**config.mk**
```make
export PLATFORM = sky130hd
export DESIGN_NAME = admit_ctrl
export DESIGN_NICKNAME = d
export VERILOG_FILES = /design/src/rtl/admit_pkg.sv /design/src/rtl/admit_demand.sv /design/src/rtl/admit_fit.sv /design/src/rtl/admit_ctrl.sv
export SDC_FILE = /design/constraint.sdc
export NUM_CORES = 1
export LEC_CHECK = 0
export BUFFER_PORTS_ARGS = -buffer_cell sky130_fd_sc_hd__buf_4
export CAP_MARGIN = 25
export CORE_ASPECT_RATIO = 1.4
export CORE_MARGIN = 2
export CORE_UTILIZATION = 60
export DETAILED_ROUTE_END_ITERATION = 7
export PLACE_DENSITY = 0.89
export SYNTH_ARGS = -nofsm -noshare
export SYNTH_HDL_FRONTEND = slang
export SYNTH_SLANG_ARGS = --single-unit
```
**constraint.sdc**
```tcl
create_clock -name clk -period 30.2 [get_ports clk]
set_input_delay 6.04 -clock clk [delete_from_list [all_inputs] [get_ports clk]]
set_output_delay 6.04 -clock clk [all_outputs]
set_load 0.01 [all_outputs]
```
**src/rtl/admit_pkg.sv**
```systemverilog
package admit_pkg;

    localparam int NRES     = 3;
    localparam int RES_WARP = 0;
    localparam int RES_REG  = 1;
    localparam int RES_SMEM = 2;

    // per-resource amounts of one block or of a running total
    typedef logic [NRES-1:0][31:0] demand_t;

    function automatic logic [31:0] sat_sub(input logic [31:0] a, input logic [31:0] b);
        return (a > b) ? (a - b) : 32'd0;
    endfunction

endpackage

```
**src/rtl/admit_demand.sv**
```systemverilog
module admit_demand
    import admit_pkg::*;
#(
    parameter int WARP_SIZE = 32,
    parameter int THR_W     = 11,
    parameter int RPT_W     = 9,
    parameter int SW        = 17
) (
    input  logic [THR_W-1:0] threads,
    input  logic [RPT_W-1:0] rpt,
    input  logic [SW-1:0]    smem,
    output demand_t          dem
);

    localparam logic [31:0] WS      = 32'(WARP_SIZE);
    localparam logic [31:0] WS_M1   = 32'(WARP_SIZE - 1);

    always_comb begin
        dem           = '0;
        dem[RES_WARP] = (32'(threads) + WS_M1) / WS;
        dem[RES_REG]  = 32'(threads) * 32'(rpt);
        dem[RES_SMEM] = 32'(smem);
    end

endmodule

```
**src/rtl/admit_fit.sv**
```systemverilog
module admit_fit
    import admit_pkg::*;
#(
    parameter int MAX_WARPS  = 64,
    parameter int MAX_BLOCKS = 32,
    parameter int RF_REGS    = 65536,
    parameter int SMEM_BYTES = 65536
) (
    input  demand_t     base,
    input  logic [31:0] base_blocks,
    input  demand_t     ask,
    output logic        fits,
    output logic        never_fits
);

    localparam demand_t CAPS = {32'(SMEM_BYTES), 32'(RF_REGS), 32'(MAX_WARPS)};

    logic [NRES-1:0] room;
    logic [NRES-1:0] huge;

    for (genvar i = 0; i < NRES; i++) begin : g_res
        assign room[i] = ({1'b0, base[i]} + {1'b0, ask[i]}) <= {1'b0, CAPS[i]};
        assign huge[i] = ask[i] > CAPS[i];
    end

    assign fits       = (&room) && (base_blocks < 32'(MAX_BLOCKS));
    assign never_fits = |huge;

endmodule

```
**src/rtl/admit_ctrl.sv**
```systemverilog
module admit_ctrl
    import admit_pkg::*;
#(
    parameter int WARP_SIZE  = 32,
    parameter int MAX_WARPS  = 64,
    parameter int MAX_BLOCKS = 32,
    parameter int RF_REGS    = 65536,
    parameter int MAX_RPT    = 255,
    parameter int SMEM_BYTES = 65536,
    parameter int THR_W      = 11,
    parameter int RPT_W      = 9,
    localparam int WW = $clog2(MAX_WARPS + 1),
    localparam int BW = $clog2(MAX_BLOCKS + 1),
    localparam int RW = $clog2(RF_REGS + 1),
    localparam int SW = $clog2(SMEM_BYTES + 1)
) (
    input  logic             clk,
    input  logic             rst_n,
    input  logic             req_valid,
    input  logic [THR_W-1:0] req_threads,
    input  logic [RPT_W-1:0] req_rpt,
    input  logic [SW-1:0]    req_smem,
    output logic             req_ready,
    output logic             req_grant,
    output logic             req_reject,
    input  logic             rel_valid,
    input  logic [THR_W-1:0] rel_threads,
    input  logic [RPT_W-1:0] rel_rpt,
    input  logic [SW-1:0]    rel_smem,
    output logic [WW-1:0]    active_warps,
    output logic [WW-1:0]    max_warps,
    output logic [BW-1:0]    resident_blocks,
    output logic [RW-1:0]    regs_used,
    output logic [SW-1:0]    smem_used
);

    typedef struct packed {
        logic [WW-1:0] warps;
        logic [BW-1:0] blocks;
        logic [RW-1:0] regs;
        logic [SW-1:0] smem;
    } totals_t;

    totals_t st_d, st_q;

    demand_t     req_dem, rel_dem, rel_amt, base_dem, add_dem;
    logic [31:0] base_blocks;
    logic        fits, never_fits, illegal;
    logic [31:0] sum_w, sum_r, sum_s, sum_b;

    admit_demand #(
        .WARP_SIZE(WARP_SIZE), .THR_W(THR_W), .RPT_W(RPT_W), .SW(SW)
    ) u_req_dem (
        .threads(req_threads), .rpt(req_rpt), .smem(req_smem), .dem(req_dem)
    );

    admit_demand #(
        .WARP_SIZE(WARP_SIZE), .THR_W(THR_W), .RPT_W(RPT_W), .SW(SW)
    ) u_rel_dem (
        .threads(rel_threads), .rpt(rel_rpt), .smem(rel_smem), .dem(rel_dem)
    );

    // release stage: totals seen by the admission check
    always_comb begin
        rel_amt            = rel_valid ? rel_dem : '0;
        base_dem           = '0;
        base_dem[RES_WARP] = sat_sub(32'(st_q.warps), rel_amt[RES_WARP]);
        base_dem[RES_REG]  = sat_sub(32'(st_q.regs),  rel_amt[RES_REG]);
        base_dem[RES_SMEM] = sat_sub(32'(st_q.smem),  rel_amt[RES_SMEM]);
        base_blocks        = sat_sub(32'(st_q.blocks), {31'd0, rel_valid});
    end

    admit_fit #(
        .MAX_WARPS(MAX_WARPS), .MAX_BLOCKS(MAX_BLOCKS),
        .RF_REGS(RF_REGS), .SMEM_BYTES(SMEM_BYTES)
    ) u_fit (
        .base(base_dem), .base_blocks(base_blocks), .ask(req_dem),
        .fits(fits), .never_fits(never_fits)
    );

    // decision and next totals
    always_comb begin
        illegal    = (32'(req_rpt) > 32'(MAX_RPT)) || (req_threads == '0) || never_fits;
        req_ready  = illegal || fits;
        req_grant  = req_valid && fits && !illegal;
        req_reject = req_valid && illegal;

        add_dem = req_grant ? req_dem : '0;
        sum_w   = base_dem[RES_WARP] + add_dem[RES_WARP];
        sum_r   = base_dem[RES_REG]  + add_dem[RES_REG];
        sum_s   = base_dem[RES_SMEM] + add_dem[RES_SMEM];
        sum_b   = base_blocks + {31'd0, req_grant};

        st_d        = st_q;
        st_d.warps  = sum_w[WW-1:0];
        st_d.regs   = sum_r[RW-1:0];
        st_d.smem   = sum_s[SW-1:0];
        st_d.blocks = sum_b[BW-1:0];
    end

    always_ff @(posedge clk) begin
        if (!rst_n) begin
            st_q <= '0;
        end else begin
            st_q <= st_d;
        end
    end

    assign active_warps    = st_q.warps;
    assign max_warps       = WW'(MAX_WARPS);
    assign resident_blocks = st_q.blocks;
    assign regs_used       = st_q.regs;
    assign smem_used       = st_q.smem;

endmodule

```
### Yosys cells after proc, flatten, opt, wreduce, memory -nomap -nowiden

Index checks and enable logic that the tools add are counted.

| word-level totals | value |
|---|---|
| register bits | 47 |
| input bits | 78 |
| output and inout port bits | 57 |
| word-level logic and storage cells | 48 |

| cells by class | value |
|---|---|
| add/subtract/negate cells | 13 |
| $mul | 2 |
| magnitude comparators | 12 |
| muxes and demuxes | 6 |
| reductions and logical operators | 11 |

Operators with widths:

| operator | count |
|---|---|
| 81-bit 2-to-1 mux | 2 |
| 32-bit 2-to-1 mux | 4 |
| 33-bit by 17-bit less-or-equal comparator with 1-bit output (second input constant) | 2 |
| 11-bit by 9-bit multiplier with 20-bit output | 2 |
| 17-bit adder | 2 |
| 32-bit by 17-bit adder with 33-bit output | 1 |
| 32-bit by 20-bit adder with 33-bit output | 1 |
| 32-bit by 7-bit adder with 33-bit output | 1 |
| 33-bit by 7-bit less-or-equal comparator with 1-bit output (second input constant) | 1 |
| 17-bit by 32-bit > comparator with 1-bit output | 1 |
| 7-bit by 32-bit > comparator with 1-bit output | 1 |
| 32-bit by 6-bit less-than comparator with 1-bit output (second input constant) | 1 |
| 17-bit by 32-bit subtractor with 32-bit output | 1 |
| 7-bit by 32-bit subtractor with 32-bit output | 1 |
| 11-bit by 5-bit adder with 12-bit output (second input constant) | 2 |
| 20-bit by 17-bit > comparator with 1-bit output (second input constant) | 1 |
| 17-bit by 17-bit subtractor with 18-bit output | 1 |
| 17-bit > comparator | 1 |
| 17-bit > comparator (second input constant) | 1 |
| 11-bit logical NOT | 1 |
| 9-bit by 8-bit > comparator with 1-bit output (second input constant) | 1 |
| 7-bit adder | 1 |
| 7-bit > comparator (second input constant) | 1 |
| 6-bit by 1-bit subtractor with 7-bit output | 1 |
| other kinds (7) | 12 |

### Depth between registers and ports, before layout

| logic depth | value |
|---|---|
| depth in word-level cells | 12 |
| depth in mapped cells | 52 |
| depth with buffers taken out | 49 |

### Cells and area by module

From an unflattened synthesis, not the netlist that was laid out.

| second synthesis, totals | value |
|---|---|
| cell total of the unflattened synthesis | 2650 |
| area, all modules | 19666.4 um^2 |

Modules (own cells, without submodules):

| module | times used | cells each | area each (um^2) | seq. area each (um^2) |
|---|---|---|---|---|
| admit_fit | 1 | 895 | 6140.9 | 0.0 |
| admit_ctrl | 1 | 803 | 5910.7 | 940.9 |
| admit_demand (u_req_dem) | 1 | 478 | 3824.9 | 0.0 |
| admit_demand (u_rel_dem) | 1 | 474 | 3789.9 | 0.0 |

### Worst setup path before layout

OpenSTA, ideal clock, no wires.

| path | value |
|---|---|
| path type | input-to-output |
| from | input port rel_rpt[8] |
| to | output port req_grant |
| arrival time | 14.730 ns |
| data required time | 24.160 ns |
| setup slack | 9.430 ns |
| stages on the path | 34 |
| buffers on the path | 3 |
| cell sequence | clkbuf_1 and2_1 fa_1 fa_1 fa_1 inv_1 fa_1 inv_1 ha_1 or3_1 a21oi_1 o21bai_1 o21ai_0 or3_1 ha_1 a21o_1 a21o_1 a221oi_1 a21o_1 a21o_1 clkbuf_1 nor2_1 ha_1 fa_1 a21o_1 a221oi_2 a21oi_1 nand2_1 o31ai_1 or4_1 o41a_1 nor3_2 and4_4 buf_2 |

| on the way | value |
|---|---|
| longest elaborated chain between the ends | 10 |
| elaborated cells on any way between the ends | 11 |
| those cells by class | add/sub: 2; mul: 1; order compare: 2; mux: 2; reduce/logical: 4 |

Ends and longest elaborated chain:

| element | line | source |
|---|---|---|
| start: declaration | admit_ctrl.sv:28 | `input logic [RPT_W-1:0] rel_rpt,` |
| 11-bit by 9-bit multiplier with 20-bit output (*) | admit_demand.sv:21 | `dem[RES_REG] = 32'(threads) * 32'(rpt);` |
| 81-bit 2-to-1 mux (*) | admit_ctrl.sv:65 | `rel_amt = rel_valid ? rel_dem : '0;` |
| 17-bit by 32-bit subtractor with 32-bit output or 17-bit by 32-bit > comparator with 1-bit output (tied branches) | admit_pkg.sv:12 | `return (a > b) ? (a - b) : 32'd0;` |
| 32-bit 2-to-1 mux (*) | admit_pkg.sv:12 |  |
| 32-bit by 20-bit adder with 33-bit output (*) | admit_fit.sv:22 | `assign room[i] = ({1'b0, base[i]} + {1'b0, ask[i]}) <= {1'b0, CAPS[i]};` |
| 33-bit by 17-bit less-or-equal comparator with 1-bit output (*) | admit_fit.sv:22 |  |
| 3-bit AND reduction (*) | admit_fit.sv:26 | `assign fits = (&room) && (base_blocks < 32'(MAX_BLOCKS));` |
| 1-bit logical AND (*) | admit_fit.sv:26 |  |
| 1-bit logical AND (*) (2 in series) | admit_ctrl.sv:85 | `req_grant = req_valid && fits && !illegal;` |
| end: declaration | admit_ctrl.sv:24 | `output logic req_grant,` |

Every way passes the cells marked *; elsewhere a longest branch is shown, timed or not.

### Worst setup path in the final report

Same ends and word-level chain as after synthesis.

==> impl_metrics.csv <==
group,metric,value,unit
timing,max_freq,46.0,MHz
timing,rsz0062_at_grt,"no",
clocking,postCtsSetupRepairBufs,0,
job,cap_viol_max_count,0,
logic_synthesis,synth_area,14800,µm²
die,die_h,190,µm
clocking,ctsResizeCount,0,
logic_synthesis,synth-edff-count,0,
setup_path,worst-r2r-setup-slack,20.40,ns
hold_path,hold_start,"resident_blocks[3]$_SDFF_PN0_",
detailed_routing,vias,13900,
layout,antennaDiodeCount,0,
logic_synthesis,synth_cell_types,76,
setup_path,start_kind,"primary input",
logic_synthesis,ys.flop_type,"dfxtp_1",
timing,relSlewSlack,39.2,%
detailed_routing,wl_per_cell,16.6,µm
timing,tightest_slew,0.905,ns
layout,area.growth.synth_to_final,8.42,%
logic_synthesis,yosys_warnings,0,
hold_path,whs_path_depth,2,
global_route,grt_pass1_wl,64.5,mm
die,die_x,137,µm
detailed_routing,first_pass_iters,5,
hold_path,holdPathEnd,"resident_blocks[3]$_SDFF_PN0_",
timing,finalCritPeriodShare,72.0,%
hold_path,worstHoldPathType,"reg2reg",
clocking,cts_tree,"done",
timing,fin_crit,21.74,ns
power_and_ir_drop,power.total,1.37,mW
clocking,path_clk_slew,0.07,ns
setup_path,arrival,15.70,ns
logic_synthesis,synthCells,1922,
die,die_area,26000,µm²
logic_synthesis,synth_area_leaders,"fa_1 19%, ha_1 18%, and2_1 9.0%, dfxtp_1 6.3%, inv_1 6.1%",
setup_path,end_kind,"primary output",
detailed_routing,routed_wirelength,38.5,mm
clocking,clock_latency,0.31,ns
clocking,ctsHoldBuffers,0,
place,place_inst,2308,
timing,report.final.hold_viol_count,0,
setup_path,crit_slowest_cell,"fa_1",
logic_synthesis,yosysSeqAreaShare,6.34,%
timing,slew_viol_final,0,
layout,drive_above_1_share,8.00,%
timing,fin_worst_skew,0.0101,ns
detailed_routing,ant_nets,0,
timing,fin_hold_ws,0.635,ns
clocking,cts.sinks,47,
detailed_routing,routed_via_density,5.98,
setup_path,timing.rr.start,"regs_used[0]$_SDFF_PN0_",
layout,instances_no_fill,2316,
die,start_util,60.5,%
timing,setup_viol,0,
timing,setup_tns,0,ns
power_and_ir_drop,leakagePower,8.04,nW
logic_synthesis,yosys.area.top_type,"fa_1",
setup_path,path_class,"in2out",
setup_path,worstPathRequired,24.16,ns
clocking,cts_max_level,2,
clocking,cts_buffers,5,
global_route,grt_max_degree,44,
place,port_buffers,127,
global_route,grt_pass1_vias,14100,
logic_synthesis,synth-async-reset-ratio,0,%
die,fp-row-count,68,
detailed_routing,route.detailed.drc,0,
global_route,grt.overflow.total,0,
setup_path,max_stage_delay,0.56,ns
outcome,status,"finished clean",
die,coreArea,24500,µm²
place,dp_hpwl,32.6,mm
place,gp_congestion,0.947,
setup_path,reg2reg_depth,35,
logic_synthesis,avgSynthCellArea,7.72,µm²
power_and_ir_drop,peakVddDrop,0.0000542,V
global_route,grtUsageTotal,30.1,%
power_and_ir_drop,powerDensity,85.2,nW/µm²
layout,utilization,65.6,%
detailed_routing,drt_iter0_markers,730,
logic_synthesis,synth_top_area_share,18.6,%
clocking,cts_root_buf,"clkbuf_16",
logic_synthesis,yosys_register_bits,47,
setup_path,reg2reg_to,"regs_used[15]$_SDFF_PN0_",
die,io_pins,135,
global_route,grt_antenna_before_repair,0,
setup_path,critPathMaxFanout,40,
layout,fill_cells,2023,
clocking,clockBufferDepth,2,
layout,fin_nets,2425,
-- synth_stat cells (4+ instances only) --
cell type	number
a211o_1	5
a211oi_1	27
a21boi_0	5
a21o_1	34
a21oi_1	97
a22oi_1	4
a311oi_1	4
a31oi_1	13
a41oi_1	4
and2_1	213
and3_1	17
buf_4	7
clkbuf_1	53
dfxtp_1	47
fa_1	138
ha_1	209
inv_1	242
mux2i_1	6
nand2_1	156
nand2b_1	20
nand3_1	29
nand4_1	17
nor2_1	136
nor2b_1	23
nor3_1	39
nor3b_1	14
nor4_1	19
o2111ai_1	4
o211ai_1	8
o21a_1	22
o21ai_0	71
o21bai_1	12
o221ai_1	6
o22ai_1	9
o31a_1	6
o31ai_1	10
or2_2	13
or3_1	11
or4_1	7
xnor2_1	59
xor2_1	43
-- metal layers --
layer	part of all wire (%)	global-route usage (%)	up-vias	wire, µm
li1	-	-	6659	-
met1	40	34.8	6615	15300
met2	52	55.6	466	19900
met3	4.9	2.85	116	1900
met4	3.8	12.8	0	1450
met5	0	0	-	0
-- cell families (layout without fill, tap and decap cells) --
family                   count (synthesis)  in the layout  synth area share [%]
AND/OR/NAND/NOR                        732            732                  25.8
AO/OA/AOI/OAI                          379            379                  17.0
adder cells (fa/ha/maj)                347            347                  36.2
buffers and inverters                  306            379                  8.04
XOR/XNOR                               102            102                  6.02
flip-flops                              47             47                  6.34
multiplexers                             7              7                 0.481
other                                    2              8                0.0506
-- worst max-delay path, delay by kind of cell --
family                     cells  cell delay, ns
and+or+nand+nor                8            2.44
adders and majority gates      8            3.51
buffers and inverters          4            0.45
AOI/OAI and AO/OA             13            3.23
-- sequential cells by signal, indices dropped and copies added (netlist names) --
| register | flops |
|---|---|
| active_warps | 7 |
| regs_used | 17 |
| resident_blocks | 6 |
| smem_used | 17 |
-- power breakdown --
group          switching (mW)  leakage [nW]  internal [mW]  total [mW]
Combinational           0.728          7.59          0.500        1.23
Clock                  0.0259        0.0742         0.0310      0.0569
Sequential             0.0118         0.380         0.0741      0.0859
Total                   0.766          8.04          0.605        1.37
-- cell type report --
class                           instances  area (µm²)  share of cell area [%]
Timing Repair Buffer                  129         968                    6.02
Clock buffer                            5         125                   0.778
Sequential cell                        47         941                    5.85
Inverter                              242         908                    5.65
Tap cell                              315         394                    2.45
Multi-Input combinational cell       1575       12700                    79.1
Clock inverter                          3        22.5                   0.140
-- placed cells by master (no fill, tap or decap), types with 6 or more instances in the layout --
| cell | n |
|---|---|
| o21ai_0 | 71 |
| o31a_1 | 6 |
| nor3_1 | 39 |
| a211oi_1 | 27 |
| conb_1 | 8 |
| xnor2_1 | 59 |
| nand4_1 | 17 |
| a31oi_1 | 13 |
| o21bai_1 | 12 |
| dfxtp_1 | 47 |
| inv_1 | 242 |
| mux2i_1 | 6 |
| nand2_1 | 156 |
| o31ai_1 | 10 |
| and2_1 | 213 |
| a21o_1 | 34 |
| nor2b_1 | 23 |
| nand3_1 | 29 |
| nor3b_1 | 14 |
| o221ai_1 | 6 |
| o211ai_1 | 8 |
| or3_1 | 11 |
| and3_1 | 17 |
| nand2b_1 | 20 |
| o21a_1 | 22 |
| nor4_1 | 19 |
| ha_1 | 209 |
| fa_1 | 138 |
| o22ai_1 | 9 |
| a21oi_1 | 97 |
| nor2_1 | 136 |
| or4_1 | 7 |
| xor2_1 | 43 |
| buf_4 | 129 |
| or2_2 | 13 |
-- worst max-delay path by stage --
stage / to / slack [ns] / from
3_5_place_dp: req_grant / 8.54 / rel_rpt[8]
4_1_cts: req_grant / 8.47 / rel_rpt[8]
3_3_place_gp: req_grant / 8.74 / rel_rpt[8]
6_report: req_grant / 8.46 / rel_rpt[8]
5_1_grt: req_grant / 8.02 / rel_rpt[8]
2_1_floorplan: req_grant / 9.43 / rel_rpt[8]
-- metrics by stage --
stage	area (µm²)	worst slack [ns]
after global placement	15900	8.74
after global routing	16100	8.02
after detailed placement	15900	8.54
after CTS	16100	8.47
final	16100	8.46
after floorplan	14900	9.43
Note: power is estimated with default switching activity, not from simulation.
